`src/rtl/ctw_pkg.sv`:
```
package ctw_pkg;
  localparam int CTRL_W    = 8;
  localparam int CHAIN_BIT = 6;
  localparam int WDOG_BIT  = 7;
  localparam logic [CTRL_W-1:0] CTRL_MASK =
    CTRL_W'((1 << CHAIN_BIT) | (1 << WDOG_BIT));

  typedef struct packed {
    logic       hold;
    logic [1:0] inc;
    logic [1:0] ld;
    logic [1:0] setOvf;
  } ctwStrobe_t;
endpackage

```
`src/rtl/ctw_ctrl.sv`:
```
module ctw_ctrl
  import ctw_pkg::*;
#(
  parameter int HOLD_TICKS = 5
) (
  input  logic              clk,
  input  logic              rstN,
  input  logic              tickEn,
  input  logic [1:0]        cntIn,
  input  logic [1:0]        ctSel,
  input  logic [1:0]        runEn,
  input  logic              ctrlWe,
  input  logic [CTRL_W-1:0] ctrlWdata,
  input  logic [1:0]        ldEn,
  input  logic [1:0]        term,
  output logic [CTRL_W-1:0] ctrlQ,
  output logic              rstReq,
  output ctwStrobe_t        strb
);
  localparam int HCW = $clog2(HOLD_TICKS + 1);

  logic [CTRL_W-1:0] ctrlR;
  logic [1:0]        smpR;
  logic [1:0]        ev;
  logic              pendR;
  logic              reqR;
  logic [HCW-1:0]    holdCnt;
  logic              chainOn;
  logic              wdogOn;
  logic              ovfEvt;

  assign chainOn = ctrlR[CHAIN_BIT];
  assign wdogOn  = ctrlR[WDOG_BIT];

  // per-half step source: machine tick or high-then-low pin pair
  for (genvar i = 0; i < 2; i++) begin : g_src
    assign ev[i] = tickEn & (ctSel[i] ? (smpR[i] & ~cntIn[i]) : 1'b1);
  end

  always_comb begin
    strb.hold      = reqR;
    strb.ld        = ldEn & {2{~reqR}};
    strb.inc[0]    = ~reqR & ~ldEn[0] & ev[0] & (chainOn | runEn[0]);
    strb.inc[1]    = ~reqR & ~ldEn[1] &
                     (chainOn ? (strb.inc[0] & term[0]) : (runEn[1] & ev[1]));
    strb.setOvf[0] = ~chainOn & strb.inc[0] & term[0];
    strb.setOvf[1] = strb.inc[1] & term[1];
  end

  assign ovfEvt = |strb.setOvf;
  assign ctrlQ  = ctrlR;
  assign rstReq = reqR;

  always_ff @(posedge clk or negedge rstN) begin
    if (!rstN) begin
      ctrlR <= '0;
      smpR  <= '0;
    end else if (reqR) begin
      ctrlR <= '0;
      smpR  <= '0;
    end else begin
      if (ctrlWe) ctrlR <= ctrlWdata & CTRL_MASK;
      if (tickEn) smpR <= cntIn;
    end
  end

  always_ff @(posedge clk or negedge rstN) begin
    if (!rstN) begin
      pendR   <= 1'b0;
      reqR    <= 1'b0;
      holdCnt <= '0;
    end else begin
      if (tickEn && pendR) begin
        reqR    <= 1'b1;
        holdCnt <= HCW'(HOLD_TICKS);
        pendR   <= 1'b0;
      end else if (tickEn && reqR) begin
        holdCnt <= holdCnt - 1'b1;
        if (holdCnt == HCW'(1)) reqR <= 1'b0;
      end else if (ovfEvt && wdogOn && !reqR) begin
        pendR <= 1'b1;
      end
    end
  end

  // the request only starts from a pending watchdog overflow
  assert_req_from_pend_R9: assert property (@(posedge clk) disable iff (!rstN)
    $rose(reqR) |-> $past(pendR));
  // a request is only dropped on a tick
  assert_release_on_tick_R9: assert property (@(posedge clk) disable iff (!rstN)
    $fell(reqR) |-> $past(tickEn));
  // no pending event arises while the watchdog is off
  assert_no_wdog_R11: assert property (@(posedge clk) disable iff (!rstN)
    (!wdogOn && !pendR) |=> !pendR);
  // control register is cleared by the request window
  assert_ctrl_cleared_R10: assert property (@(posedge clk) disable iff (!rstN)
    reqR |=> ctrlR == '0);
endmodule

```
`src/rtl/ctw_datapath.sv`:
```
module ctw_datapath
  import ctw_pkg::*;
#(
  parameter int HALF_W = 16
) (
  input  logic                   clk,
  input  logic                   rstN,
  input  ctwStrobe_t             strb,
  input  logic [HALF_W-1:0]      ldData,
  input  logic [1:0]             clrOvf,
  output logic [1:0][HALF_W-1:0] cntQ,
  output logic [1:0]             ovfQ,
  output logic [1:0]             term
);
  logic [HALF_W-1:0] cntR [2];
  logic [1:0]        ovfR;

  for (genvar i = 0; i < 2; i++) begin : g_half
    always_ff @(posedge clk or negedge rstN) begin
      if (!rstN) begin
        cntR[i] <= '0;
        ovfR[i] <= 1'b0;
      end else if (strb.hold) begin
        cntR[i] <= '0;
        ovfR[i] <= 1'b0;
      end else begin
        if (strb.ld[i])       cntR[i] <= ldData;
        else if (strb.inc[i]) cntR[i] <= cntR[i] + 1'b1;
        if (strb.setOvf[i])   ovfR[i] <= 1'b1;
        else if (clrOvf[i])   ovfR[i] <= 1'b0;
      end
    end

    assign cntQ[i] = cntR[i];
    assign term[i] = &cntR[i];

    // a half with no strobe keeps its value
    assert_quiet_R2: assert property (@(posedge clk) disable iff (!rstN)
      (!strb.inc[i] && !strb.ld[i] && !strb.hold) |=> $stable(cntR[i]));
    // a write lands even when an increment was requested
    assert_load_wins_R7: assert property (@(posedge clk) disable iff (!rstN)
      strb.ld[i] |=> cntR[i] == $past(ldData));
    // the reset window clears counts and flags
    assert_hold_clears_R10: assert property (@(posedge clk) disable iff (!rstN)
      strb.hold |=> (cntR[i] == '0 && !ovfR[i]));
    // a flag only rises together with a wrap to zero
    assert_flag_on_wrap_R4: assert property (@(posedge clk) disable iff (!rstN)
      $rose(ovfR[i]) |-> cntR[i] == '0);
  end

  assign ovfQ = ovfR;
endmodule

```
`src/rtl/chain_timer_wdog.sv`:
```
module chain_timer_wdog
  import ctw_pkg::*;
#(
  parameter int HALF_W     = 16,
  parameter int HOLD_TICKS = 5
) (
  input  logic              clk,
  input  logic              rstN,
  input  logic              tickEn,
  input  logic [1:0]        cntIn,
  input  logic [1:0]        ctSel,
  input  logic [1:0]        runEn,
  input  logic              ctrlWe,
  input  logic [CTRL_W-1:0] ctrlWdata,
  output logic [CTRL_W-1:0] ctrlQ,
  input  logic [1:0]        ldEn,
  input  logic [HALF_W-1:0] ldData,
  output logic [HALF_W-1:0] cnt0Q,
  output logic [HALF_W-1:0] cnt1Q,
  input  logic [1:0]        clrOvf,
  output logic [1:0]        ovfQ,
  output logic              rstReq
);
  ctwStrobe_t              strb;
  logic [1:0]              term;
  logic [1:0][HALF_W-1:0]  cntQ;

  ctw_ctrl #(.HOLD_TICKS(HOLD_TICKS)) u_ctrl (
    .clk(clk), .rstN(rstN), .tickEn(tickEn), .cntIn(cntIn), .ctSel(ctSel),
    .runEn(runEn), .ctrlWe(ctrlWe), .ctrlWdata(ctrlWdata), .ldEn(ldEn),
    .term(term), .ctrlQ(ctrlQ), .rstReq(rstReq), .strb(strb)
  );

  ctw_datapath #(.HALF_W(HALF_W)) u_dp (
    .clk(clk), .rstN(rstN), .strb(strb), .ldData(ldData), .clrOvf(clrOvf),
    .cntQ(cntQ), .ovfQ(ovfQ), .term(term)
  );

  assign cnt0Q = cntQ[0];
  assign cnt1Q = cntQ[1];
endmodule

```
`config.mk`:
```
export PLATFORM = sky130hd
export DESIGN_NAME = chain_timer_wdog
export DESIGN_NICKNAME = d
export VERILOG_FILES = /design/src/rtl/ctw_pkg.sv /design/src/rtl/ctw_ctrl.sv /design/src/rtl/ctw_datapath.sv /design/src/rtl/chain_timer_wdog.sv
export SDC_FILE = /design/constraint.sdc
export NUM_CORES = 1
export LEC_CHECK = 0
export BUFFER_PORTS_ARGS = -buffer_cell sky130_fd_sc_hd__buf_2
export CORE_AREA = 2 2 92 112
export DETAILED_ROUTE_END_ITERATION = 8
export DIE_AREA = 0 0 94 114
export PLACE_DENSITY = 0.52
export SKIP_LAST_GASP = 1
export SYNTH_ARGS = -nofsm -noshare
export SYNTH_HDL_FRONTEND = slang
export SYNTH_SLANG_ARGS = --single-unit
```
`constraint.sdc`:
```
create_clock -name clk -period 4.15 [get_ports clk]
set_input_delay 0.415 -clock clk [delete_from_list [all_inputs] [get_ports clk]]
set_output_delay 0.415 -clock clk [all_outputs]
set_load 0.01 [all_outputs]
```
# [After elaboration in Yosys (flattened, before gate mapping)]
# Index checks and enable logic that the tools add are counted.
# Widths: inputs -> output; s select.
[op_classes] n_addsub=3 n_mul=0 n_div=0 magnitude_cmp=0 eq_ne=2 shift=0 muxes=27 bitwise=22 n_reduce_logical=19
[op_table] cell="$mux 16" count=6
[op_table] cell="$add 16x1->16 const B" count=2
[op_table] cell="$reduce_and 16->1" count=2
[op_table] cell="$mux 8" count=2
[op_table] cell="$mux 1" count=15
[op_table] cell="$and 1x1->1" count=14
[op_table] cell="$reduce_bool 3->1" count=4
[op_table] cell="$reduce_bool 2->1" count=5
[op_table] cell="$mux 3" count=2
[op_table] cell="$not 1->1" count=6
[op_table] cell="$logic_and 1x1->1" count=4
[op_table] cell="$mux 2" count=2
[op_table] cell="$reduce_and 2->1" count=2
[op_table] cell="$eq 3x1->1 const B" count=1
[op_table] cell="$sub 3x1->3 const B" count=1
[op_table] cell="$and 2x2->2" count=1
[op_table] cell="$ne 2x1->1 const B" count=1
[op_table] cell="$reduce_or 2->1" count=1
[op_table] cell="$logic_not 1->1" count=1
[op_table] cell="$or 1x1->1" count=1
[totals] reg_bits=49 latch_bits=0 ramBits=0 rom_bits=0 inputBits=38 wordCells=82 n_memories=0

# [Depth between registers and ports, before layout]
[logic_depth] ltp_word=16 mapped_depth=7

# [Cells and area by module]
# From an unflattened synthesis, not the netlist that was laid out.
[unflattened] cells_unflattened=298 area_unflattened_um2=2610.0
[modules_own_cells] module="ctw_datapath" n_inst=1 cells_per_inst=230 area_per_inst_um2=2009.4 seq_area_each_um2=850.8
[modules_own_cells] module="ctw_ctrl" n_inst=1 cells_per_inst=68 area_per_inst_um2=600.6 seq_area_each_um2=225.2

# [Worst setup path after synthesis]
# Ideal clock, no wire load.
[synth_path] path_type="register to register" start="reg u_dp.cntR (netlist bit u_dp.cntQ[0])" end="reg u_dp.cntR (netlist bit u_dp.cntQ[23])" setup_ns=0.124 t_arrival_ns=1.784 required_time_ns=4.026 slack_ns=2.242 stages_incl_launch_ff=8 path_buffers=1 synth_period_minus_slack_ns=1.908 cell_sequence="dfrtp_1 ha_1 nand4_2 nor3_4 a41oi_4 buf_6 o21a_1 o31a_1"
[synth_between] elab_chain_len=5
[synth_rtl] element="start: declaration" line_no="ctw_datapath.sv:15" text="logic [HALF_W-1:0] cntR [2];"
[synth_rtl] element="start signal: indexed assignment" line_no="ctw_datapath.sv:27" text="if (strb.ld[i]) cntR[i] <= ldData;"
[synth_rtl] element="start signal: indexed assignment" line_no="ctw_datapath.sv:28" text="else if (strb.inc[i]) cntR[i] <= cntR[i] + 1'b1;"
[synth_rtl] element="$reduce_and 16->1" line_no="ctw_datapath.sv:35" text="assign term[i] = &cntR[i];"
[synth_rtl] element="$and 1x1->1" line_no="ctw_ctrl.sv:45" text="(chainOn ? (strb.inc[0] & term[0]) : (runEn[1] & ev[1]));"
[synth_rtl] element="$mux 1" line_no="ctw_ctrl.sv:45"
[synth_rtl] element="$and 1x1->1" line_no="ctw_ctrl.sv:44" text="strb.inc[1] = ~reqR & ~ldEn[1] &"
[synth_rtl] element="$reduce_bool 3->1 (no line)"
# Every way passes these cells.
# A chain may end at the register's enable or synchronous reset.

# [Worst setup path in the final report]
[layout_path] start="reg u_ctrl.reqR, in the netlist u_ctrl.rstReq" end="reg u_dp.cntR (netlist bit u_dp.cntQ[25])"
[layout_between] elab_chain_len=8
[layout_rtl] element="start: declaration" line_no="ctw_ctrl.sv:26" text="logic reqR;"
[layout_rtl] element="start signal: assignment" line_no="ctw_ctrl.sv:70" text="reqR <= 1'b0;"
[layout_rtl] element="start signal: assignment" line_no="ctw_ctrl.sv:74" text="reqR <= 1'b1;"
[layout_rtl] element="start signal: assignment" line_no="ctw_ctrl.sv:79" text="if (holdCnt == HCW'(1)) reqR <= 1'b0;"
[layout_rtl] element="$not 1->1" line_no="ctw_ctrl.sv:42, ctw_ctrl.sv:43, ctw_ctrl.sv:44"
[layout_rtl] element="$and 1x1->1 (3 in a row)" line_no="ctw_ctrl.sv:43" text="strb.inc[0] = ~reqR & ~ldEn[0] & ev[0] & (chainOn | runEn[0]);"
[layout_rtl] element="$and 1x1->1" line_no="ctw_ctrl.sv:45"
[layout_rtl] element="$mux 1" line_no="ctw_ctrl.sv:45"
[layout_rtl] element="$and 1x1->1" line_no="ctw_ctrl.sv:44"
[layout_rtl] element="$reduce_bool 3->1 (no line)"
# Several ways; a longest one is shown, not always the timed one.

==> impl_results.rst <==
.. list-table::
   :header-rows: 1

   * - Metric
     - Value
   * - Dominant register cell in the synthesized netlist
     - dfrtp_1
   * - Crit path max-delay cell type
     - dfrtp_1
   * - Part of the Yosys area used for sequential elements
     - 0.378
   * - Routed length on met3
     - 350 microns
   * - First-pass GRT wire length
     - 12700 microns
   * - Total Die Area
     - 10700 sq um
   * - Routed WL
     - 8000 microns
   * - Final weighted congestion in routability-driven placement
     - 0.777
   * - Post-synth EDFFs
     - 0
   * - Share of the synthesized area in the top cell type
     - 0.378
   * - Final-layout fill cell count
     - 1050
   * - Number of buffers added on ports
     - 68
   * - Slew at the pin closest to its max-slew limit
     - 1.03 ns
   * - Diodes inserted
     - 0
   * - Width of the die
     - 94 microns
   * - Final routed wire length divided by cell count
     - 16.2 microns
   * - Static Leakage
     - 1.50 nW
   * - Power density over the cells
     - 353 nW/um^2
   * - DRC viols
     - 0
   * - Std-Cell Rows
     - 40
   * - Average footprint of a synthesized cell
     - 9.18 sq um
   * - Routed length on met2
     - 3980 microns
   * - Number of global-route vias before repair
     - 2397
   * - Residual overflow from global routing
     - 0
   * - Post-synthesis cell type with the largest combined area
     - dfrtp_1
   * - Worst endpoint data arrival time
     - 2.63 ns
   * - Clock tree from TritonCTS
     - built
   * - Basic-gate share of the synthesized area counting and, or, nand and nor cells
     - 0.225
   * - Max-slew headroom at the worst pin
     - 0.311
   * - Yosys warning total
     - 0
   * - Number of violations reported at the end of detailed-routing iteration 0
     - 86
   * - Startpoint class of the critical path
     - flop
   * - Kind of end point of the critical path
     - flop
   * - Count of distinct cell types in the synthesized netlist
     - 60
   * - Share of the synthesized area in compound gates (AO/OA/AOI/OAI)
     - 0.210
   * - Largest family of logic cells by synthesized area
     - simple AND/OR/NAND/NOR gates
   * - Core ar.
     - 9760 sq um
   * - Htree depth
     - 2
   * - Antenna violations before repair
     - 0
   * - DR pass1 iterations
     - 4
   * - Maximum Capacitance Violations
     - 0
   * - Overall fraction of global-route tracks in use
     - 0.152
   * - CTS max path bufs
     - 2
   * - Area taken by flip-flops and latches
     - 1080 sq um
   * - Proportion of synthesized area in mux cells
     - 0.0497
   * - Delay of the slowest cell on the worst path
     - 0.76 ns
   * - Sum of net half-perimeters after detailed placement
     - 5890 microns
   * - Setup Viol. Count Final
     - 0
   * - Gates resized, CTS repair
     - 0
   * - Largest cells by area after synthesis
     - dfrtp_1 38%, mux2i_1 4.6%, nand2_1 3.7%, xnor2_1 3.1%, nand3_1 2.8%
   * - Die extent in y
     - 114 microns
   * - Clock-pin slew of the registers on the worst-case setup and hold paths
     - 0.06 ns
   * - Max Transition Viols Final
     - 0
   * - Combined area of all synthesized cells
     - 2850 sq um
   * - Worst-path cell chain
     - nor4bb_4 > and2_2 > a41oi_4 > a22oi_1 > o2bb2a_1
   * - Area growth, synth to finish
     - 19.2%
   * - Worst-case vdd ir drop
     - 0.148 mV
   * - Crit path time final
     - 2.47 ns
   * - Final clock period utilization by the worst path
     - 0.594
   * - Combined area of the multi-input logic cells
     - 1580 sq um
   * - Clock network latency to the later pin of the worst-skew pair
     - 0.28 ns
   * - Setup Fix Bufs, Post-CTS
     - 0
   * - Worst Path Class, Setup
     - reg -> reg
   * - Outcome
     - finished, final reports clean
   * - Number of failing hold endpoints at the final stage
     - 0
   * - Via-to-Cell Ratio
     - 5.10
   * - Pin count of the biggest net entering global routing
     - 44
   * - Maximum operating frequency
     - 405 MHz
   * - Fin Setup TNS
     - 0 ns
   * - Number of CTS-inserted buffers
     - 5
   * - Total Nets Final
     - 409
   * - Initial core utilization
     - 0.292
   * - Largest fanout on the critical path
     - 27
   * - Adder and majority gate portion of the synthesized area
     - 0.0176
   * - Clock tree sinks
     - 43
   * - Clock Skews
     - 0.00364 ns
   * - Post-Synthesis Cells
     - 310
   * - RSZ-0062 raised after global routing
     - false
   * - Met1 Wirelength
     - 3580 microns
   * - Commonest non-fill, non-tap cell in the layout
     - buf_2
   * - Share of layout cells above drive strength 1
     - 0.243
   * - Commonest cells after routing, fill and taps aside
     - 68 x buf_2, 43 x dfrtp_1, 28 x nand2_1, 20 x inv_1, 17 x nor2_1
   * - Clock tree root buffer cell
     - clkbuf_16
   * - Number of top-level pins
     - 81
   * - Async SR Flop Fraction
     - 1.00
   * - Synth Register Bits
     - 43
   * - Data required time of the critical path
     - 4.31 ns
   * - Number of nets with antenna violations after detailed routing
     - 0
   * - Number of buffers added to fix hold violations after cts
     - 0
   * - Highest layer used for signal routing
     - met4
   * - Post-Synth XOR/XNOR Area
     - 0.0431
   * - Total number of vias
     - 2515
   * - Tot Pwr
     - 1.20 mW
   * - Classification of the worst-slack hold path
     - in -> async
critical path, delay by kind of cell (launching register included):
family             cells  cell delay, ns
DFF                    1            0.76
AOI/OAI and AO/OA      3            1.25
and+or+nand+nor        2            0.33
power breakdown:
group          internal [mW]  switching (mW)
registers              0.458          0.0527
logic                  0.105           0.138
clock network          0.281           0.162
total                  0.844           0.353
kinds of logic (layout without fill, tap and decap cells):
group                      Yosys count  in the layout
and+or+nand+nor                    115            115
AOI/OAI and AO/OA                   75             75
buffers and inverters               44             96
DFF                                 43             43
xor gates and xnor gates            14             14
muxes                               14             14
adders and majority gates            4              4
other                                1              6
path summary, 6_finish.rpt:
check                      cells past startpoint  slack, ns            end     startpoint
max                                            5       1.68  u_dp.cntQ[25]  u_ctrl.rstReq
min                                            1       0.31  u_dp.cntQ[19]           rstN
max reg2reg                                    5       1.68  u_dp.cntQ[25]  u_ctrl.rstReq
min reg2reg                                    2       0.47   u_dp.ovfQ[1]   u_dp.ovfQ[1]
max in group asynchronous                      1       3.19   u_dp.cntQ[2]           rstN
min in group clk                               4       0.37   u_dp.ovfQ[1]      clrOvf[1]
flip-flops by register name, summed over array words and instances (netlist names):
name            cells
u_dp.cntQ          32
u_ctrl.holdCnt      3
u_ctrl.ctrlQ        2
u_ctrl.smpR         2
u_dp.ovfQ           2
u_ctrl.pendR        1
u_ctrl.rstReq       1
metrics by stage:
| stage | worst slack (ns) | area [sq um] | util | std cells | hold slack, ns |
|---|---|---|---|---|---|
| 2_1_floorplan | 2.24 | 2860 | - | 315 | 0.119 |
| 3_3_place_gp | 1.52 | 3230 | 0.331 | 486 | 0.450 |
| 3_5_place_dp | 1.49 | 3230 | 0.331 | 486 | 0.463 |
| 4_1_cts | 1.66 | 3390 | 0.347 | 493 | 0.353 |
| 5_1_grt | 1.53 | 3390 | 0.347 | 493 | 0.392 |
| 6_report | 1.68 | 3390 | 0.347 | 493 | 0.313 |
cell usage after synthesis, types with 2 or more instances:
master	count
a21oi_1	15
nor3b_1	5
o311a_1	2
buf_4	8
a211oi_1	7
ha_1	4
nor2_1	17
nand3_1	16
dfrtp_1	43
buf_1	2
and3_1	4
o21ai_0	8
nand2b_1	4
xor2_1	4
a2111oi_0	2
o21a_1	10
nand4_1	8
nor2b_1	3
o2bb2a_1	2
nand2_1	28
nor4_1	7
clkbuf_1	10
nor3_1	5
buf_2	2
and4_1	3
a221oi_1	2
xnor2_1	10
mux2i_1	13
a22oi_1	5
a21o_1	2
buf_6	2
or2_2	2
inv_1	20
o31a_1	7
nand3b_1	3
routing by layer:
| metal | vias to the layer above | global-route usage |
|---|---|---|
| li1 | 1232 | - |
| met1 | 1216 | 0.201 |
| met2 | 63 | 0.255 |
| met3 | 4 | 0.0271 |
| met4 | 0 | 0.0396 |
| met5 | - | 0 |
cell type report:
cell class,count,area share
sequential,43,0.317
inverter,20,0.0221
clock buffer,6,0.0380
clock inverter,1,0.00886
multi-input combinational,228,0.465
timing repair buffer,69,0.103
tap,126,0.0465
(Power assumes the default switching activity.)
